<file path="src/rtl/tick_pkg.sv">
package tick_pkg;

    localparam int SOFT_W = 16;
    localparam int LVL_W  = 14;

    typedef enum logic [2:0] {
        SEL_CNT   = 3'd0,
        SEL_CMP   = 3'd1,
        SEL_SOFT  = 3'd2,
        SEL_SET   = 3'd3,
        SEL_CLR   = 3'd4
    } tick_sel_e;

    typedef struct packed {
        logic              tm_hi;
        logic [LVL_W-1:0]  level;
        logic              tm;
    } soft_word_t;

    typedef struct packed {
        logic dir;
        logic set;
        logic clr;
    } soft_op_t;

    function automatic soft_word_t soft_merge(input soft_word_t cur,
                                              input soft_op_t   op,
                                              input soft_word_t bits,
                                              input logic       hit);
        soft_word_t nxt;
        nxt = cur;
        if (op.dir)      nxt = bits;
        else if (op.set) nxt = cur | bits;
        else if (op.clr) nxt = cur & ~bits;
        nxt.tm = nxt.tm | hit;
        return nxt;
    endfunction

endpackage

</file>
<file path="src/rtl/tick_counter.sv">
module tick_counter #(
    parameter int CNT_W = 63
) (
    input  logic             clk,
    input  logic             rst,
    input  logic             ld,
    input  logic [CNT_W-1:0] ld_val,
    input  logic             ld_flag,
    output logic [CNT_W-1:0] cnt_q,
    output logic             flag_q
);
    localparam logic [CNT_W-1:0] ONE = CNT_W'(1);

    always_ff @(posedge clk) begin
        if (rst) begin
            cnt_q  <= '0;
            flag_q <= 1'b1;
        end else if (ld) begin
            cnt_q  <= ld_val;
            flag_q <= ld_flag;
        end else begin
            cnt_q  <= cnt_q + ONE;
        end
    end
endmodule

</file>
<file path="src/rtl/tick_compare.sv">
module tick_compare #(
    parameter int CNT_W = 63
) (
    input  logic             clk,
    input  logic             rst,
    input  logic             ld,
    input  logic [CNT_W-1:0] ld_val,
    input  logic             ld_dis,
    input  logic [CNT_W-1:0] cnt_i,
    output logic [CNT_W-1:0] cmp_q,
    output logic             dis_q,
    output logic             hit_o
);
    logic eq;
    logic eq_prev;

    assign eq    = (cnt_i == cmp_q);
    assign hit_o = eq & ~eq_prev & ~dis_q;

    always_ff @(posedge clk) begin
        if (rst) begin
            cmp_q   <= '0;
            dis_q   <= 1'b1;
            eq_prev <= 1'b1;
        end else begin
            eq_prev <= eq;
            if (ld) begin
                cmp_q <= ld_val;
                dis_q <= ld_dis;
            end
        end
    end
endmodule

</file>
<file path="src/rtl/tick_softint.sv">
module tick_softint
    import tick_pkg::*;
(
    input  logic       clk,
    input  logic       rst,
    input  soft_op_t   op,
    input  soft_word_t bits,
    input  logic       hit,
    output soft_word_t soft_q
);
    always_ff @(posedge clk) begin
        if (rst) soft_q <= '0;
        else     soft_q <= soft_merge(soft_q, op, bits, hit);
    end
endmodule

</file>
<file path="src/rtl/tick_cmp_timer.sv">
module tick_cmp_timer
    import tick_pkg::*;
#(
    parameter int CNT_W = 63
) (
    input  logic              clk,
    input  logic              rst,
    input  logic              wr_en,
    input  logic [2:0]        wr_sel,
    input  logic [CNT_W:0]    wr_data,
    input  logic [2:0]        rd_sel,
    output logic [CNT_W:0]    rd_data,
    output logic              irq
);
    localparam int WORD_W = CNT_W + 1;

    tick_sel_e  wsel;
    tick_sel_e  rsel;
    logic       ld_cnt;
    logic       ld_cmp;
    soft_op_t   sop;
    soft_word_t sbits;

    logic [CNT_W-1:0] cnt_val;
    logic             cnt_flag;
    logic [CNT_W-1:0] cmp_val;
    logic             cmp_dis;
    logic             hit;
    soft_word_t       soft_w;
    logic [SOFT_W-1:0] soft_bits;

    assign wsel   = tick_sel_e'(wr_sel);
    assign rsel   = tick_sel_e'(rd_sel);
    assign ld_cnt = wr_en && (wsel == SEL_CNT);
    assign ld_cmp = wr_en && (wsel == SEL_CMP);
    assign sop.dir = wr_en && (wsel == SEL_SOFT);
    assign sop.set = wr_en && (wsel == SEL_SET);
    assign sop.clr = wr_en && (wsel == SEL_CLR);
    assign sbits   = soft_word_t'(wr_data[SOFT_W-1:0]);

    tick_counter #(.CNT_W(CNT_W)) u_cnt (
        .clk     (clk),
        .rst     (rst),
        .ld      (ld_cnt),
        .ld_val  (wr_data[CNT_W-1:0]),
        .ld_flag (wr_data[CNT_W]),
        .cnt_q   (cnt_val),
        .flag_q  (cnt_flag)
    );

    tick_compare #(.CNT_W(CNT_W)) u_cmp (
        .clk    (clk),
        .rst    (rst),
        .ld     (ld_cmp),
        .ld_val (wr_data[CNT_W-1:0]),
        .ld_dis (wr_data[CNT_W]),
        .cnt_i  (cnt_val),
        .cmp_q  (cmp_val),
        .dis_q  (cmp_dis),
        .hit_o  (hit)
    );

    tick_softint u_soft (
        .clk    (clk),
        .rst    (rst),
        .op     (sop),
        .bits   (sbits),
        .hit    (hit),
        .soft_q (soft_w)
    );

    assign soft_bits = soft_w;
    assign irq       = |soft_bits;

    always_comb begin
        case (rsel)
            SEL_CNT:  rd_data = {cnt_flag, cnt_val};
            SEL_CMP:  rd_data = {cmp_dis, cmp_val};
            SEL_SOFT: rd_data = WORD_W'(soft_bits);
            default:  rd_data = '0;
        endcase
    end
endmodule

</file>
<file path="config.mk">
export PLATFORM = sky130hd
export DESIGN_NAME = tick_cmp_timer
export DESIGN_NICKNAME = d
export VERILOG_FILES = /design/src/rtl/tick_pkg.sv /design/src/rtl/tick_counter.sv /design/src/rtl/tick_compare.sv /design/src/rtl/tick_softint.sv /design/src/rtl/tick_cmp_timer.sv
export SDC_FILE = /design/constraint.sdc
export NUM_CORES = 1
export LEC_CHECK = 0
export BUFFER_PORTS_ARGS = -buffer_cell sky130_fd_sc_hd__buf_4
export CAP_MARGIN = 20
export CORE_AREA = 2 2 129 163
export CTS_CLUSTER_DIAMETER = 30
export DETAILED_ROUTE_END_ITERATION = 10
export DIE_AREA = 0 0 131 165
export HOLD_SLACK_MARGIN = 0.02
export PLACE_DENSITY = 0.68
export SLEW_MARGIN = 20
export SYNTH_ARGS = -nofsm -noshare
export SYNTH_HDL_FRONTEND = slang
export SYNTH_SLANG_ARGS = --single-unit
</file>
<file path="constraint.sdc">
create_clock -name clk -period 2.6 [get_ports clk]
set_input_delay 0.26 -clock clk [delete_from_list [all_inputs] [get_ports clk]]
set_output_delay 0.26 -clock clk [all_outputs]
set_load 0.005 [all_outputs]
</file>
# == Yosys cells after proc, flatten, opt, wreduce, memory -nomap -nowiden ==
# Index checks and enable logic that the tools add are counted.
# op_classes
n_reduce_logical,9
n_mux,6
bitwise_logic,8
add_sub_neg,1
eq_ne,7
# ops
op,count
$pmux 64 s3,1
$mux 16,4
$add 63x1->63 const B,1
$eq 63x63->1,1
$mux 63,1
$and 16x16->16,1
$not 16->16,1
$or 16x16->16,1
$reduce_or 16->1,1
$eq 3x2->1 const B,3
$eq 3x1->1 const B,2
$logic_not 3->1,2
$logic_and 1x1->1,5
$reduce_bool 4->1,1
$eq 3x3->1 const B,1
$and 1x1->1,2
$not 1->1,2
$or 1x1->1,1
# word_totals
out_inout_bits,65
ff_bits,145
in_bits,73
word_cells,39

# == Depth between registers and ports, before layout ==
# Gate-level depths: netlist of the first run.
# depth
word_depth,7
mapped_depth,8

# == Cells and area by module ==
# Synthesis of the first run repeated with hierarchy kept, for this count alone.
# unflattened
cells_unflattened,980
hier_area_um2,8455.6
# by_module_without_submodules
module,cells_per_inst,area_per_inst_um2,instances
tick_counter,467,3756.1,1
tick_compare,293,2964.1,1
tick_cmp_timer,146,1083.5,1
tick_softint,74,651.9,1

# == Worst setup path after synthesis of the first run ==
# No wires, ideal clock.
# synth_timing
kind,reg2reg
from,register u_cnt.cnt_q[20]
to,register u_cnt.cnt_q[61]
path_stages_with_launch,9
synth_period_minus_slack_ns,2.394
arrival_ns,2.277
setup_ns,0.118
required_time_ns,2.482
setup_slack_ns,0.206
cell_sequence,dfxtp_1 buf_4 nand4_1 or4_1 buf_2 or4_1 buf_2 or3_1 o2111a_1
# synth_via
elab_chain_len,2
# synth_lines
item,line,text
from (decl),tick_counter.sv:9,"output logic [CNT_W-1:0] cnt_q,"
from (signal assigned),tick_counter.sv:19,cnt_q <= ld_val;
from (signal assigned),tick_counter.sv:22,cnt_q <= cnt_q + ONE;
$add 63x1->63,tick_counter.sv:22,
$mux 63,tick_counter.sv:18,end else if (ld) begin
# No other way between the ends.
# A chain may end at the register's enable or synchronous reset.

# == Worst setup path after layout of the first run ==
# layout_timing
from,register u_cnt.cnt_q[26]
to,register u_cnt.cnt_q[57]
# The elaborated chain is that of the path after synthesis.

==> results of run 1 <==
## final timing paths
path                                      start          endpoint  slack (ns)  cells past startpoint
worst min-delay path                wr_data[63]       u_cmp.dis_q        0.06                      3
worst max-delay path            u_cnt.cnt_q[26]   u_cnt.cnt_q[57]        0.21                      6
worst max register to register  u_cnt.cnt_q[26]   u_cnt.cnt_q[57]        0.21                      6
worst min register to register    u_cmp.eq_prev  u_soft.soft_q[0]        0.44                      1
## cell usage in the layout, fill, tap and decap left out, types with 12 or more instances in the layout
master and instances:
and3_1 14, o21ai_0 21, a22o_1 48, nand3_1 30, nand2_1 176, nor2_1 85
buf_4 175, nor4_1 35, a211oi_1 34, clkbuf_16 17, xnor2_1 92, nor3_1 35
dfxtp_1 145, and4_1 12, mux2i_1 16, nand4_1 31, a21oi_1 121
## stage by stage
| stage | worst slack [ns] | hold slack (ns) | std cells | utilization, % |
|---|---|---|---|---|
| 2_1_floorplan | 0.2060 | 0.3729 | 1065 | - |
| 3_3_place_gp | 0.2203 | 0.4326 | 1416 | 47.52 |
| 5_1_grt | 0.0006084 | 0.05594 | 1448 | 50.66 |
| 4_1_cts | 0.1919 | 0.04627 | 1448 | 50.63 |
| 3_5_place_dp | 0.2075 | 0.4328 | 1416 | 47.52 |
| 6_report | 0.2065 | 0.05776 | 1448 | 50.66 |
## flip-flops by register name, summed over array words and instances (netlist names)
signal	flops
u_cmp.cmp_q	63
u_cmp.dis_q	1
u_cmp.eq_prev	1
u_cnt.cnt_q	63
u_cnt.flag_q	1
u_soft.soft_q	16
## power groups by stage
stage,registers [W],clock network (W),logic (W)
final,0.00238,0.00262,0.000624
after global routing,0.00239,0.00275,0.000671
after CTS,0.00238,0.00265,0.000621
after detailed placement,0.00243,0,0.000618
after global placement,0.00242,0,0.000615
after floorplan,0.00240,0,0.000348
## cell usage after synthesis, types with 8 or more instances
cell,count
nand2_1,177
dfxtp_1,145
a21oi_1,121
xnor2_1,92
nor2_1,85
clkbuf_1,82
a22o_1,48
nor3_1,36
nor4_1,36
a211oi_1,34
nand4_1,31
nand3_1,30
o21ai_0,21
mux2i_1,16
and3_1,14
and4_1,12
buf_2,10
a311oi_1,9
inv_1,9
or3_1,8
## worst max-delay path, cell delays in order (launching register included)
cell and delay [ns]:
dfxtp_1 0.42, nand4_1 0.18, or4_1 0.62, or4_1 0.53, buf_4 0.18, o21ai_0 0.14, nor3b_1 0.24
## final cells by class
type                            instances  area (µm²)  area share, %
Tap cell                              270       337.8          3.341
Clock buffer                           21       460.4          4.554
Sequential cell                       145        2903          28.71
Timing Repair Buffer                  180        1414          13.98
Multi-Input combinational cell        812        4802          47.49
Inverter                                9       33.78         0.3341
Clock inverter                         11       160.2          1.584
## timing repair
item | CTS | global route
hold buffers | 0 | 0
endpoints found under the setup margin | 0 | 4
hold endpoints to repair | 0 | 0
setup buffers | 0 | 0
resized for setup | 0 | 1
## metal layers
layer / GRT usage (%) / up-vias / share of wire (%)
met5: 0 / - / 0
met4: 11.61 / 0 / 4.1
met3: 3.887 / 59 / 5.8
met2: 39.76 / 336 / 48
met1: 31.53 / 3854 / 42
li1: - / 3989 / -
## kinds of logic after synthesis
group / synth area share [%]
buf+inv: 5.212
xor+xnor: 10.61
mux: 1.980
fa+ha+maj: 0.1546
compound gates: 19.42
flops: 35.88
simple gates: 26.74
==> results by group, run 1 <==
Run status
  • Status: completed

Die
  • Initial Util: 40.54%
  • Die H: 165 µm
  • Die X: 131 µm
  • DIE AREA: 21620 µm²
  • Floorplan row count: 58
  • Core footprint: 19960 µm²
  • I/O pins: 138

Global route
  • First-pass GRT wire length: between 40000 and 50000 µm
  • Via count of the first global-routing pass: 7488
  • Initial antenna violation count: 0
  • GRT overflow: 0
  • Largest net degree at the start of global routing: 58
  • Gr usage total: 24.47%

STA
  • Final setup viols: 0
  • Unrepaired setup endpoints after global routing: false
  • Worst-margin pin slew: 1.047 ns
  • F_max: 417.8 MHz
  • Clock Skew: 0.009941 ns
  • Slew HR: 30.07%
  • Hold Violations, Final: 0
  • Fin crit share: between 90% and 100%
  • Post-Route Setup TNS: 0 ns
  • Slew Limit Fails: 0
  • Shortest period the worst path allows: 2.394 ns

Final layout
  • Share of layout cells above drive strength 1: about a fifth
  • Final Net Count: about 1200
  • N_diodes: 0
  • Fillers: 1908
  • Area growth syn-to-layout: 24.98%
  • Fin area: 10110 µm²

Flow run
  • Max-Cap Viols: 0

Drt
  • Via count: roughly 8000
  • Vias per std cell: 5.689
  • DRT Wirelength: roughly 26000 µm
  • First-pass DRT Iterations: 7
  • Routed Antenna Nets: 0
  • DR iter-0 viols: 661
  • Remaining DRCs: 0
  • Post-DR wirelength/cell: 18.28 µm

Yosys
  • EDFF count, synth: 0
  • Count of state elements after synthesis: 145
  • Post-synth top area share: a little over a third
  • Synth unique cells: 46
  • Top FF cell, synth: dfxtp_1
  • Largest area contributor in the netlist: dfxtp_1
  • Seq/Total Area, Yosys: a little over a third
  • Synth async-reset ratio: 0%
  • Syn Inst Count: 1065
  • Top cells by area, synth: dfxtp_1 36%, xnor2_1 10%, nand2_1 8.2%
  • Ys Warns: 0
  • Syn avg cell area: 7.596 µm²
  • Mapped Area: roughly 8000 µm²
  • Syn nets: about 1100

Placement
  • Placement Cell Area: 9484 µm²
  • RD Place Congestion: 0.8881
  • Detailed Place HPWL: roughly 19000 µm
  • IO buf count: 137

Setup path
  • Arrival @ worst endpoint: between 2 and 3 ns
  • Critical path class: register to register
  • Peak fanout along the critical path: 8
  • CP Capture Type: register
  • Startpoint types: register
  • Data required time of the worst path: 2.94 ns

Power
  • Cell internal pwr: between 0.004 and 0.005 W
  • Switching fraction of total power: 25.08%
  • Power Total: around 0.0056 W
  • Sequential Power Share: 42.3%
  • PwrDens: ~560 nW/µm²
  • Worst VDD drop: 0.4058 mV
  • Net Switching: between 0.001 and 0.0015 W
  • Clock share of power: ~47%
  • Comb pwr share: 11.1%
  • Leak: between 3 and 4 nW

CTS
  • Clock sink total: 145
  • Root Driver: clkbuf_16
  • Clock-pin slew on the worst setup and hold paths: 0.06 ns
  • CTS H-tree depth: 4
  • Worst skew pair latency: 0.43 ns
  • CTS tree: built
  • Cts bufs inserted: 17
  • Max clock buf depth: 2

Worst hold path
  • HP Class: input port to register
Note: power is estimated with default switching activity, not from simulation.
==> run 2: changes to the inputs <==
--- a/config.mk
+++ b/config.mk
@@ -12,7 +12,6 @@
 export DETAILED_ROUTE_END_ITERATION = 10
 export DIE_AREA = 0 0 131 165
 export HOLD_SLACK_MARGIN = 0.02
-export PLACE_DENSITY = 0.68
 export SLEW_MARGIN = 20
 export SYNTH_ARGS = -nofsm -noshare
 export SYNTH_HDL_FRONTEND = slang
==> run 2 against run 1 <==
Compared with the run above:
- fmax is 1.2% higher
- via count is 1.9% lower
- setup slack better by 0.029 ns
- die area stayed put
- clock power is 3% lower
- combinational power is 0.8% higher
- critical path depth is 1 lower
==> results by group, run 2 (synthesized netlist as in run 1, its figures left out) <==
Run status
  • Status: completed (unchanged)

STA
  • Shortest period the worst path allows: 2.365 ns (was 2.394 ns)
  • Final hold slack: 0.05445 ns (was 0.05776 ns)
  • Slew HR: 28.68% (was 30.07%)
  • Hold Violations, Final: 0 (unchanged)
  • Unrepaired setup endpoints after global routing: false (unchanged)
  • F_max: 422.9 MHz (was 417.8 MHz)
  • Worst-margin pin slew: 1.068 ns (was 1.047 ns)
  • Post-Route Setup TNS: 0 ns (unchanged)
  • Final setup viols: 0 (unchanged)
  • Clock Skew: 0.02510 ns (was 0.009941 ns)
  • Slew Limit Fails: 0 (unchanged)
  • Fin crit share: 90.95% (was 92.06%)

CTS
  • Cts bufs inserted: 17 (unchanged)
  • Post-cts gate resize count: 0 (unchanged)
  • Root Driver: clkbuf_16 (unchanged)
  • Clock-pin slew on the worst setup and hold paths: 0.06 ns (about the same)
  • Clock sink total: 145 (unchanged)
  • CTS tree: built (unchanged)
  • Worst skew pair latency: 0.44 ns (was 0.43 ns)
  • CTS H-tree depth: 4 (unchanged)
  • Cts hold-fix bufs: 0 (unchanged)
  • Setup bufs post-CTS: 0 (unchanged)
  • Max clock buf depth: 2 (unchanged)

Worst hold path
  • HP Class: input port to register (unchanged)

Setup path
  • Startpoint types: register (unchanged)
  • CP max-delay cell: or4_1 (unchanged)
  • Cell family with most CP delay: simple AND/OR/NAND/NOR gates (unchanged)
  • Crit path largest cell delay: 0.64 ns (was 0.62 ns)
  • Critical Path Most Common Cell: or4_1 (unchanged)
  • CP Capture Type: register (unchanged)
  • Peak fanout along the critical path: 5 (was 8)
  • CP bufs+invs: 0 (was 1)
  • Data required time of the worst path: 2.92 ns (was 2.94 ns)
  • Critical path class: register to register (unchanged)
  • Critical path cell sequence: nand4_1 > or4_1 > or4_1 > or3_1 > o2111a_1 (was nand4_1 > or4_1 > or4_1 > buf_4 > o21ai_0 > nor3b_1)
  • Arrival @ worst endpoint: 2.68 ns (was 2.73 ns)

Power
  • Net Switching: 0.001387 W (was 0.001412 W)
  • Sequential Power Share: 43.0% (was 42.3%)
  • Leak: 3.617 nW (was 3.613 nW)
  • Worst VDD drop: 0.4150 mV (was 0.4058 mV)
  • Clock share of power: 45.7% (was 46.6%)
  • PwrDens: 548.0 nW/µm² (was 556.7 nW/µm²)
  • Comb pwr share: 11.4% (was 11.1%)
  • Cell internal pwr: 0.004150 W (was 0.004217 W)
  • Switching fraction of total power: 25.05% (was 25.08%)

Final layout
  • Top Registers: u_cmp.cmp_q x63, u_cnt.cnt_q x63, u_soft.soft_q x16 (unchanged)
  • Commonest non-fill, non-tap cell in the layout: buf_4 (was nand2_1)
  • Fin area: 10100 µm² (was 10110 µm²)
  • Most frequent cells in the layout: 177 x buf_4, 176 x nand2_1, 145 x dfxtp_1 (was 176 x nand2_1, 175 x buf_4, 145 x dfxtp_1)
  • Share of layout cells above drive strength 1: 18.81% (was 18.76%)
  • Final Net Count: 1241 (was 1239)
  • N_diodes: 0 (unchanged)
  • Final Util: 50.63% (was 50.66%)
  • Fin cells: 1450 (was 1448)
  • Area growth syn-to-layout: 24.90% (was 24.98%)

Drt
  • First-pass DRT Iterations: 5 (was 7)
  • Via count: 8084 (was 8238)
  • DR iter-0 viols: 523 (was 661)
  • Remaining DRCs: 0 (unchanged)
  • Post-DR wirelength/cell: 18.49 µm (was 18.28 µm)
  • Vias per std cell: 5.575 (was 5.689)
  • Routed Antenna Nets: 0 (unchanged)
  • DRT Wirelength: 26810 µm (was 26460 µm)

Global route
  • Largest net degree at the start of global routing: 56 (was 58)
  • First-pass GRT wire length: 41460 µm (was 40790 µm)
  • GRT overflow: 0 (unchanged)
  • Via count of the first global-routing pass: 7621 (was 7488)
  • Gr usage total: 24.85% (was 24.47%)
  • Initial antenna violation count: 0 (unchanged)

Die
  • Floorplan row count: 58 (unchanged)
  • DIE AREA: 21620 µm² (unchanged)
  • Die H: 165 µm (unchanged)
  • Core footprint: 19960 µm² (unchanged)
  • I/O pins: 138 (unchanged)
  • Initial Util: 40.54% (unchanged)
  • Die X: 131 µm (unchanged)

Placement
  • Number of placed cells counting well taps: 1418 (was 1416)
  • Detailed Place HPWL: 19470 µm (was 18780 µm)
  • Placement Cell Area: 9499 µm² (was 9484 µm²)
  • IO buf count: 137 (unchanged)
  • RD Place Congestion: 0.8334 (was 0.8881)

Flow run
  • Max-Cap Viols: 0 (unchanged)
==> run 2: changes by cell type in the layout (fill, tap and decap cells not counted), sizes merged <==
cell / previous run / this run
buf: 180 / 182
bufinv: 4 / 3
clkinvlp: 2 / 1
clkbuf: 21 / 22
inv: 9 / 10
==> run 2: area by class of cell <==
cell class	count	area [µm²]
inverters	9	33.78
multi-input cells	812	4796
repair buffers	182	1429
fillers	2026	9852
well taps	270	337.8
flip-flops and latches	145	2903
clock buffers	22	474.2
clock inverters	10	131.4
==> run 2: power by group through the flow <==
| stage | registers (W) | logic [W] | clock network (W) |
|---|---|---|---|
| after CTS | 0.00238 | 0.000629 | 0.00256 |
| final | 0.00238 | 0.000629 | 0.00253 |
| after floorplan | 0.00240 | 0.000348 | 0 |
| after global routing | 0.00239 | 0.000682 | 0.00267 |
| after global placement | 0.00242 | 0.000624 | 0 |
| after detailed placement | 0.00243 | 0.000626 | 0 |
==> run 2: tightest hold or removal path: cells and delay by family <==
family	cells	cell delay [ns]
simple gates	2	0.10
buf+inv	1	0.09
==> run 2: path summary, 6_finish.rpt <==
check	depth (start not counted)	start	endpoint	slack, ns
max	5	u_cnt.cnt_q[21]	u_cnt.cnt_q[61]	0.24
min	3	wr_data[63]	u_cmp.dis_q	0.05
max reg2reg	5	u_cnt.cnt_q[21]	u_cnt.cnt_q[61]	0.24
min reg2reg	1	u_cmp.eq_prev	u_soft.soft_q[0]	0.41
==> run 2: through the flow <==
| stage | power [W] | setup WS, ns |
|---|---|---|
| floorplan | 0.002749 | 0.2060 |
| global placement | 0.003049 | 0.2298 |
| detailed placement | 0.003054 | 0.1956 |
| CTS | 0.005569 | 0.1773 |
| global route | 0.005745 | 0.03750 |
| finish | 0.005538 | 0.2352 |
==> run 2: per-layer routing <==
layer / part of all wire, % / GRT usage [%] / routed length, µm
met1: 43 / 32.02 / 11520
met2: 49 / 40.93 / 13120
met3: 4.7 / 4.049 / 1266
met4: 3.4 / 10.49 / 906
met5: 0 / 0 / 0
==> run 3: changes to the inputs <==
--- a/config.mk
+++ b/config.mk
@@ -7,12 +7,14 @@
 export LEC_CHECK = 0
 export BUFFER_PORTS_ARGS = -buffer_cell sky130_fd_sc_hd__buf_4
 export CAP_MARGIN = 20
-export CORE_AREA = 2 2 129 163
+export CORE_AREA = 2 2 132 166
 export CTS_CLUSTER_DIAMETER = 30
+export CTS_CLUSTER_SIZE = 40
 export DETAILED_ROUTE_END_ITERATION = 10
-export DIE_AREA = 0 0 131 165
+export DIE_AREA = 0 0 134 168
 export HOLD_SLACK_MARGIN = 0.02
 export SLEW_MARGIN = 20
 export SYNTH_ARGS = -nofsm -noshare
 export SYNTH_HDL_FRONTEND = slang
+export SYNTH_HIERARCHICAL = 1
 export SYNTH_SLANG_ARGS = --single-unit
==> run 3 against run 2 <==
Compared with the run above:
- synthesized cell count down 8.0%
- register-to-register slack got worse by 0.04 ns
- flip-flop and latch count unchanged
- clock-buffer cell count is 1 higher
- first-iteration DRC count increased by 22%
- final cell count fell by 4.9%
- critical path depth unchanged
- final area increased by 3.8%
==> results by group, run 3 <==
Run status
  • Status: completed (unchanged)

Setup path
  • Startpoint types: register (unchanged)
  • Peak fanout along the critical path: 9 (was 5)
  • Data required time of the worst path: 2.88 ns (was 2.92 ns)
  • Arrival @ worst endpoint: 2.68 ns (about the same)
  • CP Capture Type: register (unchanged)
  • Critical path class: register to register (unchanged)

Yosys
  • Post-synth top area share: 34.33% (was 35.88%)
  • Synth async-reset ratio: 0% (unchanged)
  • Syn avg cell area: 8.628 µm² (was 7.596 µm²)
  • Top FF cell, synth: dfxtp_1 (unchanged)
  • EDFF count, synth: 0 (unchanged)
  • Synth unique cells: 59 (was 46)
  • Synth cell count leaders: 145 x dfxtp_1, 131 x nor2_1, 92 x xnor2_1 (was 177 x nand2_1, 145 x dfxtp_1, 121 x a21oi_1)
  • Mapped Area: 8456 µm² (was 8090 µm²)
  • Most numerous cell in the Yosys netlist: dfxtp_1 (was nand2_1)
  • Top cells by area, synth: dfxtp_1 34%, xnor2_1 9.5%, mux2i_1 7.9% (was dfxtp_1 36%, xnor2_1 10%, nand2_1 8.2%)
  • Seq/Total Area, Yosys: 34.33% (was 35.88%)
  • Syn nets: 1054 (was 1139)
  • Largest area contributor in the netlist: dfxtp_1 (unchanged)
  • Count of state elements after synthesis: 145 (unchanged)
  • Syn Inst Count: 980 (was 1065)
  • Ys Warns: 6 (was 0)

STA
  • Slew Limit Fails: 0 (unchanged)
  • Post-Route Setup TNS: 0 ns (unchanged)
  • Final setup viols: 0 (unchanged)
  • Worst-margin pin slew: 0.8839 ns (was 1.068 ns)
  • Hold Violations, Final: 0 (unchanged)
  • Unrepaired setup endpoints after global routing: false (unchanged)
  • Clock Skew: 0.008088 ns (was 0.02510 ns)
  • Slew HR: 41.07% (was 28.68%)
  • F_max: 415.7 MHz (was 422.9 MHz)
  • Fin crit share: 92.53% (was 90.95%)
  • Final hold slack: 0.04029 ns (was 0.05445 ns)
  • Shortest period the worst path allows: 2.406 ns (was 2.365 ns)

Global route
  • Gr usage total: 24.40% (was 24.85%)
  • Largest net degree at the start of global routing: 78 (was 56)
  • Initial antenna violation count: 0 (unchanged)
  • GRT overflow: 0 (unchanged)
  • First-pass GRT wire length: 42790 µm (was 41460 µm)
  • Via count of the first global-routing pass: 7518 (was 7621)

Drt
  • Routed Antenna Nets: 0 (unchanged)
  • Remaining DRCs: 0 (unchanged)
  • DR iter-0 viols: 638 (was 523)
  • Vias per std cell: 5.698 (was 5.575)
  • Via count: 7858 (was 8084)
  • DRT Wirelength: 27650 µm (was 26810 µm)
  • First-pass DRT Iterations: 5 (unchanged)
  • Post-DR wirelength/cell: 20.05 µm (was 18.49 µm)

CTS
  • CTS tree: built (unchanged)
  • CTS H-tree depth: 4 (unchanged)
  • Clock-pin slew on the worst setup and hold paths: 0.06 ns (about the same)
  • Max clock buf depth: 2 (unchanged)
  • Worst skew pair latency: 0.43 ns (was 0.44 ns)
  • Post-cts gate resize count: 0 (unchanged)
  • Root Driver: clkbuf_16 (unchanged)
  • Clock sink total: 145 (unchanged)
  • Cts hold-fix bufs: 0 (unchanged)
  • Cts bufs inserted: 17 (unchanged)
  • Setup bufs post-CTS: 0 (unchanged)

Die
  • DIE AREA: 22510 µm² (was 21620 µm²)
  • Die H: 168 µm (was 165 µm)
  • Die X: 134 µm (was 131 µm)
  • Core footprint: 21100 µm² (was 19960 µm²)
  • I/O pins: 138 (unchanged)
  • Initial Util: 40.08% (was 40.54%)
  • Floorplan row count: 60 (was 58)

Power
  • Cell internal pwr: 0.004551 W (was 0.004150 W)
  • Sequential Power Share: 39.8% (was 43.0%)
  • Comb pwr share: 11.2% (was 11.4%)
  • Net Switching: 0.001435 W (was 0.001387 W)
  • Clock share of power: 49.0% (was 45.7%)
  • Switching fraction of total power: 23.97% (was 25.05%)
  • Worst VDD drop: 0.4724 mV (was 0.4150 mV)
  • Leak: 3.792 nW (was 3.617 nW)
  • PwrDens: 570.5 nW/µm² (was 548.0 nW/µm²)

Final layout
  • Top Registers: u_cmp/cmp_q x63, u_cnt/cnt_q x63, u_soft/soft_q x16 (was u_cmp.cmp_q x63, u_cnt.cnt_q x63, u_soft.soft_q x16)
  • Share of layout cells above drive strength 1: 19.45% (was 18.81%)
  • Area growth syn-to-layout: 24.08% (was 24.90%)
  • Footprint of the multi-input gates: 5096 µm² (was 4796 µm²)
  • Register area: 2903 µm² (unchanged)
  • Final Util: 49.73% (was 50.63%)
  • Fin cells: 1379 (was 1450)
  • Fillers: 2070 (was 2026)
  • Commonest non-fill, non-tap cell in the layout: buf_4 (unchanged)
  • Fin area: 10490 µm² (was 10100 µm²)
  • N_diodes: 0 (unchanged)
  • Final Net Count: 1162 (was 1241)
  • Most frequent cells in the layout: 161 x buf_4, 145 x dfxtp_1, 131 x nor2_1 (was 177 x buf_4, 176 x nand2_1, 145 x dfxtp_1)

Placement
  • IO buf count: 137 (unchanged)
  • Detailed Place HPWL: 19520 µm (was 19470 µm)
  • Number of placed cells counting well taps: 1348 (was 1418)
  • Placement Cell Area: 9782 µm² (was 9499 µm²)
  • RD Place Congestion: 0.8539 (was 0.8334)

Worst hold path
  • HP Class: input port to register (unchanged)

Flow run
  • Max-Cap Viols: 0 (unchanged)
[run 3: cell types whose count changed after synthesis, sizes merged, moves of 18 or more]
cell / before / now
a211oi: 34 / 64
a21oi: 121 / 15
buf: 17 / 35
clkbuf: 82 / 44
mux2i: 16 / 67
nand2: 178 / 51
nor2: 85 / 131
nor2b: 2 / 22
[run 3: per-layer routing]
layer / share of wire, % / global-route usage, % / up-vias
met4: 4.1 / 11.70 / 0
met2: 47 / 39.42 / 255
li1: - / - / 3813
met5: 0 / 0 / -
met3: 4.5 / 3.764 / 57
met1: 44 / 31.79 / 3733
[run 3: critical path, cell delays in order, from the launching register on]
cell and delay [ns]:
dfxtp_1 0.46, and4_1 0.45, nand4_2 0.29, nor4_1 0.44, a211oi_1 0.14, a2111oi_0 0.47
[run 3: final timing paths]
kind / end / from / slack (ns) / depth (start not counted)
max: u_cnt/cnt_q[62] / u_cnt/cnt_q[36] / 0.19 / 5
min: u_cmp/dis_q / wr_data[63] / 0.04 / 2
max reg2reg: u_cnt/cnt_q[62] / u_cnt/cnt_q[36] / 0.19 / 5
min reg2reg: u_cmp/cmp_q[59] / u_cmp/cmp_q[59] / 0.54 / 2
[run 3: cell families (layout without fill, tap and decap cells)]
| kind of cell | count (synthesis) | count (layout) | share of synthesized area, % |
|---|---|---|---|
| AND/OR/NAND/NOR | 384 | 384 | 24.45 |
| AO/OA/AOI/OAI | 185 | 185 | 17.45 |
| flip-flops | 145 | 145 | 34.33 |
| buffers and inverters | 103 | 223 | 5.860 |
| XOR/XNOR | 95 | 95 | 9.840 |
| multiplexers | 67 | 67 | 7.931 |
| adder cells (fa/ha/maj) | 1 | 1 | 0.1479 |
[run 3: cell type report]
type	instances	share of cell area, %
flip-flops and latches	145	27.67
well taps	279	3.327
multi-input cells	732	48.57
clock buffers	23	4.842
repair buffers	168	12.86
inverters	24	0.8587
clock inverters	8	1.872
[run 3: per-stage QoR]
step           setup slack [ns]  power (W)
2_1_floorplan            0.3896   0.002780
3_3_place_gp             0.3253   0.003093
3_5_place_dp             0.2899   0.003096
4_1_cts                  0.2642   0.006022
5_1_grt                 0.03098   0.006176
6_report                 0.1942   0.005986
[run 3: power groups by stage]
stage	registers (W)	logic [W]	clock network, W
2_1_floorplan	0.00241	0.000369	0
3_3_place_gp	0.00243	0.000664	0
3_5_place_dp	0.00243	0.000665	0
4_1_cts	0.00238	0.000670	0.00297
5_1_grt	0.00239	0.000719	0.00306
6_report	0.00238	0.000669	0.00293
